`src/rtl/wdog_pkg.sv`:
```
package wdog_pkg;

   // Settings byte. The bit order matters: software writes whole bytes.
   typedef struct packed {
      logic       hold;      // bit 7
      logic       nmi_fall;  // bit 6
      logic       nmi_pin;   // bit 5
      logic       iv_mode;   // bit 4
      logic       cnt_clr;   // bit 3, never stored as 1
      logic       clk_alt;   // bit 2
      logic [1:0] tap_sel;   // bits 1:0
   } wdog_ctl_t;

   localparam int unsigned CTL_W   = 8;
   localparam int unsigned CLR_BIT = 3;
   localparam int unsigned N_TAPS  = 4;

endpackage

```
`src/rtl/wdog_ctl_reg.sv`:
```
module wdog_ctl_reg
   import wdog_pkg::*;
#(
   parameter int unsigned          KEY_W  = 8,
   parameter logic [KEY_W-1:0]     KEY_WR = 8'h5A,
   localparam int unsigned         BUS_W  = KEY_W + CTL_W
) (
   input  logic             clk,
   input  logic             rst_n,
   input  logic             wr_en,
   input  logic [BUS_W-1:0] wdata,
   output wdog_ctl_t        ctl,
   output logic             clr_pulse,
   output logic             key_fault
);

   wdog_ctl_t ctl_q;
   logic      key_ok;

   assign key_ok    = (wdata[BUS_W-1 -: KEY_W] == KEY_WR);
   assign key_fault = wr_en && !key_ok;
   assign clr_pulse = wr_en && key_ok && wdata[CLR_BIT];

   always_ff @(posedge clk) begin
      if (!rst_n) begin
         ctl_q <= '0;
      end else if (wr_en && key_ok) begin
         ctl_q         <= wdog_ctl_t'(wdata[CTL_W-1:0]);
         ctl_q.cnt_clr <= 1'b0;
      end
   end

   assign ctl = ctl_q;

endmodule

```
`src/rtl/wdog_cnt.sv`:
```
module wdog_cnt
   import wdog_pkg::*;
#(
   parameter int unsigned CNT_W = 16,
   parameter int unsigned TAP0  = 15,
   parameter int unsigned TAP1  = 13,
   parameter int unsigned TAP2  = 9,
   parameter int unsigned TAP3  = 6
) (
   input  logic       clk,
   input  logic       rst_n,
   input  logic       tick_fast,
   input  logic       tick_alt,
   input  logic       hold,
   input  logic       clk_alt,
   input  logic [1:0] tap_sel,
   input  logic       clr,
   output logic       expire
);

   localparam int unsigned TAPS [N_TAPS] = '{TAP0, TAP1, TAP2, TAP3};

   logic [CNT_W-1:0] cnt_q;
   logic [CNT_W-1:0] mask [N_TAPS];
   logic [CNT_W-1:0] sel_mask;
   logic             tick;
   logic             inc;

   // One mask per interval choice. The low bits below the tap are all ones
   // just before the count carries into the tap bit.
   for (genvar i = 0; i < N_TAPS; i++) begin : g_mask
      assign mask[i] = (CNT_W'(1) << TAPS[i]) - CNT_W'(1);
   end

   assign tick     = clk_alt ? tick_alt : tick_fast;
   assign inc      = tick && !hold;
   assign sel_mask = mask[tap_sel];
   assign expire   = inc && !clr && ((cnt_q & sel_mask) == sel_mask);

   always_ff @(posedge clk) begin
      if (!rst_n) begin
         cnt_q <= '0;
      end else if (clr) begin
         cnt_q <= '0;
      end else if (inc) begin
         cnt_q <= cnt_q + CNT_W'(1);
      end
   end

endmodule

```
`src/rtl/wdog_evt.sv`:
```
module wdog_evt (
   input  logic clk,
   input  logic rst_n,
   input  logic expire,
   input  logic iv_mode,
   input  logic key_fault,
   input  logic irq_clr,
   output logic rst_req,
   output logic irq_flag
);

   logic rst_q;
   logic irq_q;

   always_ff @(posedge clk) begin
      if (!rst_n) begin
         rst_q <= 1'b0;
         irq_q <= 1'b0;
      end else begin
         rst_q <= key_fault || (expire && !iv_mode);
         // A new event wins over a clear in the same cycle.
         irq_q <= (expire && iv_mode) || (irq_q && !irq_clr);
      end
   end

   assign rst_req  = rst_q;
   assign irq_flag = irq_q;

endmodule

```
`src/rtl/wdog_keyed_timer.sv`:
```
module wdog_keyed_timer
   import wdog_pkg::*;
#(
   parameter int unsigned      CNT_W  = 16,
   parameter int unsigned      KEY_W  = 8,
   parameter logic [KEY_W-1:0] KEY_WR = 8'h5A,
   parameter logic [KEY_W-1:0] KEY_RD = 8'h69,
   parameter int unsigned      TAP0   = 15,
   parameter int unsigned      TAP1   = 13,
   parameter int unsigned      TAP2   = 9,
   parameter int unsigned      TAP3   = 6,
   localparam int unsigned     BUS_W  = KEY_W + CTL_W
) (
   input  logic             clk,
   input  logic             rst_n,
   input  logic             fast_tick,
   input  logic             aux_tick,
   input  logic             bus_wr,
   input  logic [BUS_W-1:0] bus_wdata,
   output logic [BUS_W-1:0] bus_rdata,
   input  logic             irq_clr,
   output logic             rst_req,
   output logic             irq_flag,
   output logic [1:0]       nmi_cfg
);

   initial begin
      assert (TAP0 < CNT_W && TAP1 < CNT_W && TAP2 < CNT_W && TAP3 < CNT_W)
         else $error("interval tap outside counter width");
      assert (KEY_WR != KEY_RD)
         else $error("write key must differ from read constant");
   end

   wdog_ctl_t ctl;
   logic      clr_pulse;
   logic      key_fault;
   logic      expire;

   wdog_ctl_reg #(
      .KEY_W  (KEY_W),
      .KEY_WR (KEY_WR)
   ) u_ctl (
      .clk       (clk),
      .rst_n     (rst_n),
      .wr_en     (bus_wr),
      .wdata     (bus_wdata),
      .ctl       (ctl),
      .clr_pulse (clr_pulse),
      .key_fault (key_fault)
   );

   wdog_cnt #(
      .CNT_W (CNT_W),
      .TAP0  (TAP0),
      .TAP1  (TAP1),
      .TAP2  (TAP2),
      .TAP3  (TAP3)
   ) u_cnt (
      .clk       (clk),
      .rst_n     (rst_n),
      .tick_fast (fast_tick),
      .tick_alt  (aux_tick),
      .hold      (ctl.hold),
      .clk_alt   (ctl.clk_alt),
      .tap_sel   (ctl.tap_sel),
      .clr       (clr_pulse),
      .expire    (expire)
   );

   wdog_evt u_evt (
      .clk       (clk),
      .rst_n     (rst_n),
      .expire    (expire),
      .iv_mode   (ctl.iv_mode),
      .key_fault (key_fault),
      .irq_clr   (irq_clr),
      .rst_req   (rst_req),
      .irq_flag  (irq_flag)
   );

   assign bus_rdata = {KEY_RD, ctl};
   assign nmi_cfg   = {ctl.nmi_fall, ctl.nmi_pin};

endmodule

```
`config.mk`:
```
export PLATFORM = sky130hd
export DESIGN_NAME = wdog_keyed_timer
export DESIGN_NICKNAME = d
export VERILOG_FILES = /design/src/rtl/wdog_pkg.sv /design/src/rtl/wdog_ctl_reg.sv /design/src/rtl/wdog_cnt.sv /design/src/rtl/wdog_evt.sv /design/src/rtl/wdog_keyed_timer.sv
export SDC_FILE = /design/constraint.sdc
export NUM_CORES = 1
export LEC_CHECK = 0
export ABC_CLOCK_PERIOD_IN_PS = 5260
export BUFFER_PORTS_ARGS = -buffer_cell sky130_fd_sc_hd__buf_2
export CAP_MARGIN = 20
export CELL_PAD_IN_SITES_DETAIL_PLACEMENT = 1
export CELL_PAD_IN_SITES_GLOBAL_PLACEMENT = 1
export CORE_AREA = 5 5 63 65
export DETAILED_ROUTE_END_ITERATION = 10
export DIE_AREA = 0 0 68 70
export PLACE_DENSITY_LB_ADDON = 0.1
export SLEW_MARGIN = 25
export SYNTH_ARGS = -nofsm -noshare
export SYNTH_HDL_FRONTEND = slang
export SYNTH_SLANG_ARGS = --single-unit
```
`constraint.sdc`:
```
create_clock -name clk -period 5.26 [get_ports clk]
set_clock_uncertainty 0.2 [all_clocks]
set_input_delay 1.052 -clock clk [delete_from_list [all_inputs] [get_ports clk]]
set_output_delay 1.052 -clock clk [all_outputs]
set_load 0.01 [all_outputs]
```
### After elaboration in Yosys (flattened, before gate mapping)

Index checks and enable logic that the tools add are counted.

| storage, ports and cells | value |
|---|---|
| word-level logic and storage cells | 37 |
| register bits after elaboration | 25 |
| output and inout bits | 20 |
| bits of input ports | 22 |

| operators by class | value |
|---|---|
| equality and inequality tests | 2 |
| multiplexer cells | 4 |
| magnitude comparators | 1 |
| bitwise gates (word level) | 3 |
| $add $sub $neg | 1 |
| reductions and logical operators | 17 |

Operators by type and width:

| cell | count |
|---|---|
| $bmux W16 S2 | 1 |
| $mux W16 | 2 |
| $add A16 B1 Y16 const B | 1 |
| $and A16 B16 Y16 | 1 |
| $eq A16 B16 Y1 | 1 |
| $logic_and A1 B1 Y1 | 9 |
| $eq A8 B7 Y1 const B | 1 |
| $logic_not A1 Y1 | 5 |
| $ge A3 B3 Y1 const B | 1 |
| $not A2 Y3 | 1 |
| $logic_or A1 B1 Y1 | 2 |
| $reduce_or A2 Y1 | 1 |
| $mux W1 | 1 |
| $not A1 Y1 | 1 |

### Longest topological paths before layout

Gate-level depths: netlist of the first run.

| logic depth | value |
|---|---|
| depth in word-level cells | 9 |
| depth in mapped cells | 5 |
| gate-level depth less buffers | 5 |

### By module

From an unflattened synthesis of the first run, not the netlist that was laid out.

| unflattened totals | value |
|---|---|
| cells, all modules | 142 |
| area, all modules | 1217.4 um^2 |

By module, submodules not included:

| module | instances | cells each | area each (um^2) | seq. area each (um^2) |
|---|---|---|---|---|
| wdog_cnt | 1 | 86 | 724.4 | 300.3 |
| wdog_ctl_reg | 1 | 37 | 339.1 | 140.1 |
| wdog_keyed_timer | 1 | 12 | 82.6 | 0.0 |
| wdog_evt | 1 | 7 | 71.3 | 40.0 |

### Least setup slack after synthesis of the first run

Ideal clock, no wire load.

| timing | value |
|---|---|
| path type | input to register |
| start | input port bus_wdata[10] |
| end | register u_evt.irq_q, in the netlist u_evt.irq_flag |
| library setup time | 69 ps |
| buffers on the path | 0 |
| data arrival time | 2126 ps |
| path slack | 2865 ps |
| data required time | 4991 ps |
| stages | 4 |
| path through | and4bb_2 > a41o_1 > or3b_2 > o21ai_1 |

| between the ends | value |
|---|---|
| word-level cells in the longest chain between the ends | 8 |

RTL lines:

| what | RTL line | source |
|---|---|---|
| start, declared | wdog_keyed_timer.sv:19 | `input logic [BUS_W-1:0] bus_wdata,` |
| $eq A8 B7 Y1 | wdog_ctl_reg.sv:20 | `assign key_ok = (wdata[BUS_W-1 -: KEY_W] == KEY_WR);` |
| $logic_and A1 B1 Y1 (2 in a row) | wdog_ctl_reg.sv:22 | `assign clr_pulse = wr_en && key_ok && wdata[CLR_BIT];` |
| $logic_not A1 Y1 | wdog_cnt.sv:38 | `assign expire = inc && !clr && ((cnt_q & sel_mask) == sel_mask);` |
| $logic_and A1 B1 Y1 (2 in a row) | wdog_cnt.sv:38 |  |
| $logic_and A1 B1 Y1 | wdog_evt.sv:22 | `irq_q <= (expire && iv_mode) \|\| (irq_q && !irq_clr);` |
| $logic_or A1 B1 Y1 | wdog_evt.sv:22 |  |
| end signal, assigned | wdog_evt.sv:22 |  |
| end, declared | wdog_evt.sv:13 | `logic irq_q;` |

No other way between the ends.
A chain may end at the register's enable or synchronous reset.

### Worst setup path after layout of the first run

| timing | value |
|---|---|
| start | input port bus_wdata[9] |
| end | register u_evt.irq_q, in the netlist u_evt.irq_flag |

Same word-level chain as after synthesis.

==> results of run 1 <==
[final timing paths]
path | start | to | slack (ns) | depth (start not counted)
worst max-delay path | bus_wdata[9] | u_evt.irq_flag$_SDFF_PN0_ | 2.84 | 5
worst min-delay path | u_cnt.cnt_q[14]$_SDFFE_PP0N_ | u_cnt.cnt_q[14]$_SDFFE_PP0N_ | 0.30 | 2
worst max register to register | u_cnt.cnt_q[0]$_SDFFE_PP0N_ | u_evt.irq_flag$_SDFF_PN0_ | 3.30 | 5
worst min register to register | u_cnt.cnt_q[14]$_SDFFE_PP0N_ | u_cnt.cnt_q[14]$_SDFFE_PP0N_ | 0.30 | 2
[logic make-up (layout without fill, tap and decap cells)]
| group | after synthesis | after routing | share of synthesized area |
|---|---|---|---|
| xor+xnor | 10 | 10 | 0.0730 |
| other cells | 2 | 9 | 0.00626 |
| mux | 8 | 8 | 0.0667 |
| fa+ha+maj | 1 | 1 | 0.0104 |
| buf+inv | 21 | 41 | 0.109 |
| flops | 24 | 24 | 0.400 |
| simple gates | 51 | 51 | 0.249 |
| compound gates | 16 | 16 | 0.0845 |
[through the flow]
stage,util,area (um^2)
floorplan,-,1230
detailed placement,0.405,1330
global route,0.422,1390
finish,0.422,1390
CTS,0.421,1380
global placement,0.405,1330
[state kept, by name, summed over array words and instances, names as in the netlist]
register / flops
u_evt.rst_req: 1
u_evt.irq_flag: 1
u_ctl.ctl: 7
u_cnt.cnt_q: 15
[power groups by stage]
stage / sequential [W] / clock, W / combinational [W]
after floorplan: 0.000189 / 0 / 0.0000168
after global placement: 0.000189 / 0 / 0.0000213
after detailed placement: 0.000189 / 0 / 0.0000228
after CTS: 0.000185 / 0.000140 / 0.0000229
after global routing: 0.000186 / 0.000148 / 0.0000257
final: 0.000185 / 0.000135 / 0.0000230
[Yosys cell counts (3+ instances only)]
cell	number	area (um^2)
nand2_1	5	18.8
buf_4	14	105
mux2i_1	8	80.1
nand3_1	5	25.0
nor3_1	3	15.0
o21ai_0	4	20.0
xnor2_1	10	87.6
inv_1	5	18.8
nor2_1	18	67.6
a21oi_1	5	25.0
or3_1	3	18.8
dfxtp_1	24	480
nor4_1	3	18.8
[per-layer routing]
layer	vias to the layer above	global-route usage
li1	492	-
met1	488	0.153
met2	17	0.222
met3	5	0.0272
met4	0	0.0464
met5	-	0
[layout make-up]
| cell class | instances | area (um^2) |
|---|---|---|
| multi-input cells | 95 | 618 |
| clock buffers | 3 | 22.5 |
| fillers | 406 | 1900 |
| flip-flops and latches | 24 | 480 |
| clock inverters | 1 | 30.0 |
| inverters | 5 | 18.8 |
| well taps | 46 | 57.6 |
| repair buffers | 32 | 160 |
[worst min-delay path: cells and delay by family (launching register included)]
family | cells | cell delay, ns
flip-flops | 1 | 0.34
AO/OA/AOI/OAI | 2 | 0.13
==> flow_summary.ini, run 1 <==
[global_routing]
grt_pass1_wl_um = 4800
grt.total_usage = 0.129
antenna_found_initial = 0
grt_max_degree = 18
grt_pass1_vias = 1075
gr-total-overflow = 0

[timing]
finalSetupViolCount = 0
hold_violations = 0
maxSlewHeadroom = 0.520
worst_slew_pin_slew_ns = 0.706
fin_crit_sh = 0.459
period_minus_slack_ns = 2.42
setup_tns_ns = 0
max_clock_freq_mhz = 414
drv_slew = 0
setup_ws_ns = 2.84
holdWs_ns = 0.305
rsz0062_at_grt = no

[power_and_ir_drop]
p_int_w = 0.000271
power_leakage_nw = 0.611
peakVddDrop_mv = 0.110
p_comb_frac = 0.067
switching_power_w = 0.0000723
power_w = 0.000343
netSwitchingFraction = 0.211
pwr-share-seq = 0.540
power_density_nw_per_um2 = 247
clkPwrFrac = 0.393

[clock_network]
post_cts_buffers = 0
cts.sinks = 24
cts_resized = 0
hold_buffers = 0
cts_tree = yes
htree_levels = 1
clk_pin_slew_worst_paths_ns = 0.14
root_buffer = clkbuf_4
clk_latency_ns = 0.33
cts_made_buffers = 3
clk_path_buf_depth = 2

[logic_synthesis]
synth_cell_types = 33
synth.cell_area_um2 = 1200
synthFlopType = dfxtp_1
ys_warn_count = 0
synth-edff-count = 0
synth_seq_area_share = 0.400
ys_ff_latch = 24
syn_inst = 133
postSynth.asyncResetShare = 0
avgSynthCellArea_um2 = 9.02

[detailed_routing]
via_per_inst = 4.86
num_vias = 1002
drt_iter0_drc = 14
wl_per_cell_um = 13.2
drt_wl_total_um = 2710
first_pass_iters = 4
remaining_drc_errors = 0
m1WireLength_um = 1110
topRoutingLayerUsed = met4
wl_met3_um = 115
wl_met2_um = 1440
ant_nets = 0

[floorplanning]
start_util = 0.365
dieArea_um2 = 4760
rows = 21
io_pins = 42
core-area_um2 = 3280
die_width_um = 68
die_h_um = 70

[layout]
nets = 184
n_antenna_cell = 0
drive_gt1_frac = 0.269
final_cell_mix = 32 x buf_2, 24 x dfxtp_1, 18 x nor2_1
area_growth_pct = 15.6
final_common_cell = buf_2
final_cell_count_no_fill = 206

[placement]
gp_congestion = 0.702
place_inst = 202
portBuffers = 32
dp_hpwl_um = 2180
dp_slack_ns = 2.47

[setup_path]
cp.arrival_ns = 2.49
worstPathRequired_ns = 5.33
slowest_delay_ns = 0.52
crit_buf_inv = 1
worstSetupEndpointType = flop
critical-path-top-delay-family = simple AND/OR/NAND/NOR gates
crit_slowest_cell = or3b_2
crit_chain = buf_2 -> and4bb_2 -> a41o_1 -> or3b_2 -> o21ai_1
critPathLaunchType = primary input
cp_max_fo = 17
crit_type = in -> reg

[run_status]
outcome = finished clean

[hold_path]
min_path_type = reg -> reg

[flow_run]
max_cap_viol_count = 0
(Power assumes the default switching activity.)
==> inputs of run 2 (changes only) <==
--- a/config.mk
+++ b/config.mk
@@ -5,14 +5,14 @@
 export SDC_FILE = /design/constraint.sdc
 export NUM_CORES = 1
 export LEC_CHECK = 0
-export ABC_CLOCK_PERIOD_IN_PS = 5260
+export ABC_CLOCK_PERIOD_IN_PS = 2400
 export BUFFER_PORTS_ARGS = -buffer_cell sky130_fd_sc_hd__buf_2
 export CAP_MARGIN = 20
 export CELL_PAD_IN_SITES_DETAIL_PLACEMENT = 1
 export CELL_PAD_IN_SITES_GLOBAL_PLACEMENT = 1
-export CORE_AREA = 5 5 63 65
+export CORE_AREA = 5 5 65 67
 export DETAILED_ROUTE_END_ITERATION = 10
-export DIE_AREA = 0 0 68 70
+export DIE_AREA = 0 0 70 72
 export PLACE_DENSITY_LB_ADDON = 0.1
 export SLEW_MARGIN = 25
 export SYNTH_ARGS = -nofsm -noshare
==> constraint.sdc (replaced) <==
create_clock -name clk -period 2.4 [get_ports clk]
set_clock_uncertainty 0.2 [all_clocks]
set_input_delay 0.48 -clock clk [delete_from_list [all_inputs] [get_ports clk]]
set_output_delay 0.48 -clock clk [all_outputs]
set_load 0.01 [all_outputs]
==> flow_summary.ini, run 2 (synthesis results as in run 1) <==
[power_and_ir_drop]
peakVddDrop_mv = 0.248
power_density_nw_per_um2 = 540
power_leakage_nw = 0.618
power_w = 0.000756

[setup_path]
r2r_cells = 5
cp_max_fo = 5
r2r_slack_ns = 0.45
worstSetupEndpointType = flop
crit_type = reg -> reg
worstPathRequired_ns = 2.46
cp.arrival_ns = 2.01
crit_start = u_cnt.cnt_q[0]$_SDFFE_PP0N_
cp-endpoint = u_evt.irq_flag$_SDFF_PN0_
critPathLaunchType = flop
r2r-end = u_evt.irq_flag$_SDFF_PN0_
reg2reg_from = u_cnt.cnt_q[0]$_SDFFE_PP0N_

[layout]
drive_gt1_frac = 0.272
final_common_cell = buf_2
nets = 186
area_growth_pct = 16.8
num-fill-cells = 454
final_core_util = 0.392
n_antenna_cell = 0
final_cell_mix = 32 x buf_2, 24 x dfxtp_1, 18 x nor2_1
max_flop_register = u_cnt.cnt_q
largest_reg_flops = 15
fin_area_um2 = 1400

[clock_network]
hold_buffers = 0
clk_path_buf_depth = 2
clk_pin_slew_worst_paths_ns = 0.14
cts_resized = 0
root_buffer = clkbuf_4
cts_tree = yes
clk_latency_ns = 0.32
htree_levels = 1
post_cts_buffers = 0
cts.sinks = 24
cts_made_buffers = 3

[global_routing]
antenna_found_initial = 0
grt_pass1_wl_um = 4660
grt.total_usage = 0.113
grt_max_degree = 16
grt_pass1_vias = 1048
gr-total-overflow = 0

[detailed_routing]
m1WireLength_um = 1170
drt_wl_total_um = 2720
wl_met3_um = 94
ant_nets = 0
remaining_drc_errors = 0
wl_per_cell_um = 12.9
topRoutingLayerUsed = met4
num_vias = 997
drt_iter0_drc = 20
wl_met2_um = 1440
via_per_inst = 4.75
first_pass_iters = 4

[hold_path]
min_path_type = in -> reg

[run_status]
outcome = finished clean

[timing]
drv_slew = 0
period_minus_slack_ns = 1.95
max_clock_freq_mhz = 513
hold_violations = 0
setup_tns_ns = 0
fin_crit_sh = 0.812
finalSetupViolCount = 0
holdWs_ns = 0.187
rsz0062_at_grt = no

[placement]
placed_area_um2 = 1350
gp_congestion = 0.718
dp_hpwl_um = 2140
portBuffers = 32

[floorplanning]
die_width_um = 70
die_h_um = 72
core-area_um2 = 3580
io_pins = 42
dieArea_um2 = 5040
start_util = 0.335
rows = 22

[flow_run]
max_cap_viol_count = 0
run 2: cell types whose count changed in the layout (fill, tap and decap cells not counted), sizes merged:
cell and change:
buf +2
run 2: area by class of cell:
cell class,instances,area [um^2],share of cell area
clock inverter,1,30.0,0.0214
sequential,24,480,0.343
tap,48,60.1,0.0429
multi-input combinational,95,614,0.438
inverter,5,18.8,0.0134
timing repair buffer,34,175,0.125
clock buffer,3,22.5,0.0161
run 2: where the power goes:
| part | internal (W) | switching, W |
|---|---|---|
| Clock | 0.000169 | 0.000130 |
| Sequential | 0.000403 | 0.00000321 |
| Combinational | 0.0000232 | 0.0000279 |
run 2: critical path, cell delays in order (launching register included):
cell      delay (ns)
dfxtp_1         0.39
ha_1            0.17
nand3b_1        0.18
nor3_1          0.33
or3b_2          0.48
o21ai_1         0.14
run 2: worst min path at each step:
stage,start,end,slack [ns],depth (start not counted)
finish,bus_wdata[2],u_ctl.ctl[2]$_SDFFE_PN0N_,0.19,3
global route,bus_wdata[1],u_ctl.ctl[1]$_SDFFE_PN0N_,0.19,3
CTS,bus_wdata[1],u_ctl.ctl[1]$_SDFFE_PN0N_,0.17,3
detailed placement,u_cnt.cnt_q[14]$_SDFFE_PP0N_,u_cnt.cnt_q[14]$_SDFFE_PP0N_,0.30,2
global placement,u_cnt.cnt_q[14]$_SDFFE_PP0N_,u_cnt.cnt_q[14]$_SDFFE_PP0N_,0.28,2
floorplan,u_cnt.cnt_q[14]$_SDFFE_PP0N_,u_cnt.cnt_q[14]$_SDFFE_PP0N_,0.26,2
run 2: through the flow:
step | instances | worst slack, ns
global placement | 206 | 0.448
floorplan | 140 | 0.577
detailed placement | 206 | 0.386
finish | 210 | 0.451
global route | 210 | 0.340
CTS | 210 | 0.433
run 2: routing by layer:
| metal | vias to the layer above | global-route usage |
|---|---|---|
| met2 | 16 | 0.219 |
| met1 | 478 | 0.124 |
| li1 | 501 | - |
| met5 | - | 0 |
| met4 | 0 | 0.0191 |
| met3 | 2 | 0.0305 |
==> inputs of run 3 (changes only) <==
--- a/config.mk
+++ b/config.mk
@@ -5,14 +5,14 @@
 export SDC_FILE = /design/constraint.sdc
 export NUM_CORES = 1
 export LEC_CHECK = 0
-export ABC_CLOCK_PERIOD_IN_PS = 2400
+export ABC_CLOCK_PERIOD_IN_PS = 1600
 export BUFFER_PORTS_ARGS = -buffer_cell sky130_fd_sc_hd__buf_2
 export CAP_MARGIN = 20
 export CELL_PAD_IN_SITES_DETAIL_PLACEMENT = 1
 export CELL_PAD_IN_SITES_GLOBAL_PLACEMENT = 1
-export CORE_AREA = 5 5 65 67
+export CORE_AREA = 5 5 68 70
 export DETAILED_ROUTE_END_ITERATION = 10
-export DIE_AREA = 0 0 70 72
+export DIE_AREA = 0 0 73 75
 export PLACE_DENSITY_LB_ADDON = 0.1
 export SLEW_MARGIN = 25
 export SYNTH_ARGS = -nofsm -noshare
==> constraint.sdc (replaced) <==
create_clock -name clk -period 1.6 [get_ports clk]
set_clock_uncertainty 0.2 [all_clocks]
set_input_delay 0.32 -clock clk [delete_from_list [all_inputs] [get_ports clk]]
set_output_delay 0.32 -clock clk [all_outputs]
set_load 0.01 [all_outputs]
==> flow_summary.ini, run 3 (synthesis results as in run 1) <==
[clock_network]
cts_made_buffers = 3
clk_pin_slew_worst_paths_ns = 0.09
clk_path_buf_depth = 2
hold_buffers = 0
htree_levels = 1
cts.sinks = 24
root_buffer = clkbuf_8
cts_tree = yes
clk_latency_ns = 0.26

[placement]
gp_congestion = 0.735
dp_hpwl_um = 2550
portBuffers = 32
placed_area_um2 = 1540
dp_slack_ns = -0.215

[layout]
area_growth_pct = 51.7
drive_gt1_frac = 0.482
max_flop_register = u_cnt.cnt_q
largest_reg_flops = 15
fin_area_um2 = 1820
final_cell_mix = 32 x buf_2, 25 x buf_4, 21 x dfxtp_1
final_common_cell = buf_2
n_antenna_cell = 0
nets = 215

[run_status]
outcome = finished, violations left
violations = setup timing

[detailed_routing]
drt_wl_total_um = 3430
first_pass_iters = 4
ant_nets = 0
remaining_drc_errors = 0
wl_per_cell_um = 14.2
num_vias = 1113
drt_iter0_drc = 49
via_per_inst = 4.62

[power_and_ir_drop]
power_leakage_nw = 0.851
peakVddDrop_mv = 0.316
power_density_nw_per_um2 = 694

[flow_run]
max_cap_viol_count = 0

[timing]
drv_slew = 0
rsz0062_at_grt = yes
period_minus_slack_ns = 1.80
hold_violations = 0
finalSetupViolCount = 11
fin_crit_sh = 1.12
setup_ws_ns = -0.198
max_clock_freq_mhz = 556

[floorplanning]
start_util = 0.307
die_h_um = 75
dieArea_um2 = 5480
core-area_um2 = 3910
io_pins = 42
rows = 23
die_width_um = 73

[setup_path]
cp.arrival_ns = 1.80
worstPathRequired_ns = 1.61
crit_chain = ha_4 -> nand3b_1 -> or3_4 -> or3_4 -> a21oi_2
crit_slowest_cell = or3_4
crit_type = reg -> reg
slowest_delay_ns = 0.44
crit_top_cell = or3_4
cp_max_fo = 4
worstSetupEndpointType = flop
critPathLaunchType = flop
critical-path-top-delay-family = simple AND/OR/NAND/NOR gates
crit_buf_inv = 0

[hold_path]
min_path_type = in -> reg

[global_routing]
grt_pass1_wl_um = 5750
grt.total_usage = 0.135
grt_max_degree = 16
grt_pass1_vias = 1245
antenna_found_initial = 0
gr-total-overflow = 0
[run 3: cell types whose count changed in the layout (fill, tap and decap cells not counted), moves of 3 or more]
cell | previous run | this run
clkbuf_4 | 3 | 0
nor4_1 | 3 | 0
buf_6 | 0 | 6
buf_4 | 2 | 25
dfxtp_2 | 0 | 3
nor4_4 | 0 | 3
nor3_1 | 3 | 0
dfxtp_1 | 24 | 21
clkbuf_8 | 0 | 3
[run 3: cell type report]
type,count,area (um^2)
clock buffers,3,41.3
clock inverters,1,30.0
fillers,488,2090
inverters,5,18.8
multi-input cells,95,768
flip-flops and latches,24,484
well taps,50,62.6
repair buffers,63,415
[run 3: what timing repair did]
action                                  in CTS  in global routing
cloned                                       0                  0
buffers inserted                             4                  5
endpoints found under the setup margin       8                 14
endpoints found under the hold margin        0                  0
gates resized for setup                     11                 18
pin swaps                                    8                 22
[run 3: path summary, 6_finish.rpt]
path | from | end | slack [ns] | depth (start not counted)
min reg2reg | u_evt.irq_flag$_SDFF_PN0_ | u_evt.irq_flag$_SDFF_PN0_ | 0.30 | 2
min | bus_wdata[7] | u_ctl.ctl[7]$_SDFFE_PN0N_ | 0.09 | 3
max reg2reg | u_cnt.cnt_q[0]$_SDFFE_PP0N_ | u_cnt.cnt_q[12]$_SDFFE_PP0N_ | -0.20 | 5
max | u_cnt.cnt_q[0]$_SDFFE_PP0N_ | u_cnt.cnt_q[12]$_SDFFE_PP0N_ | -0.20 | 5
[run 3: worst reg2reg max path: stages, from the launching register on]
cell,delay [ns]
dfxtp_2,0.36
ha_4,0.13
nand3b_1,0.16
or3_4,0.44
or3_4,0.34
a21oi_2,0.11
[run 3: metrics by stage]
stage / utilization / TNS [ns] / std cells / power (W) / hold slack (ns)
floorplan: - / -0.259 / 140 / 0.000682 / 0.247
global placement: 0.393 / -0.555 / 230 / 0.000716 / 0.262
detailed placement: 0.393 / -0.766 / 230 / 0.000720 / 0.281
CTS: 0.434 / -0.790 / 238 / 0.00127 / 0.0834
global route: 0.465 / -2.04 / 241 / 0.00132 / 0.0922
finish: 0.465 / -1.14 / 241 / 0.00126 / 0.0871
[run 3: per-layer routing]
layer | global-route usage | wire length [um]
met2 | 0.261 | 1860
met3 | 0.0227 | 93
met5 | 0 | 0
met1 | 0.155 | 1470
met4 | 0.0246 | 10
[run 3: power breakdown]
part	internal (W)	leakage (nW)	switching (W)
logic	0.0000563	0.620	0.0000574
registers	0.000605	0.195	0.00000562
clock network	0.000334	0.0357	0.000204
total	0.000995	0.851	0.000267
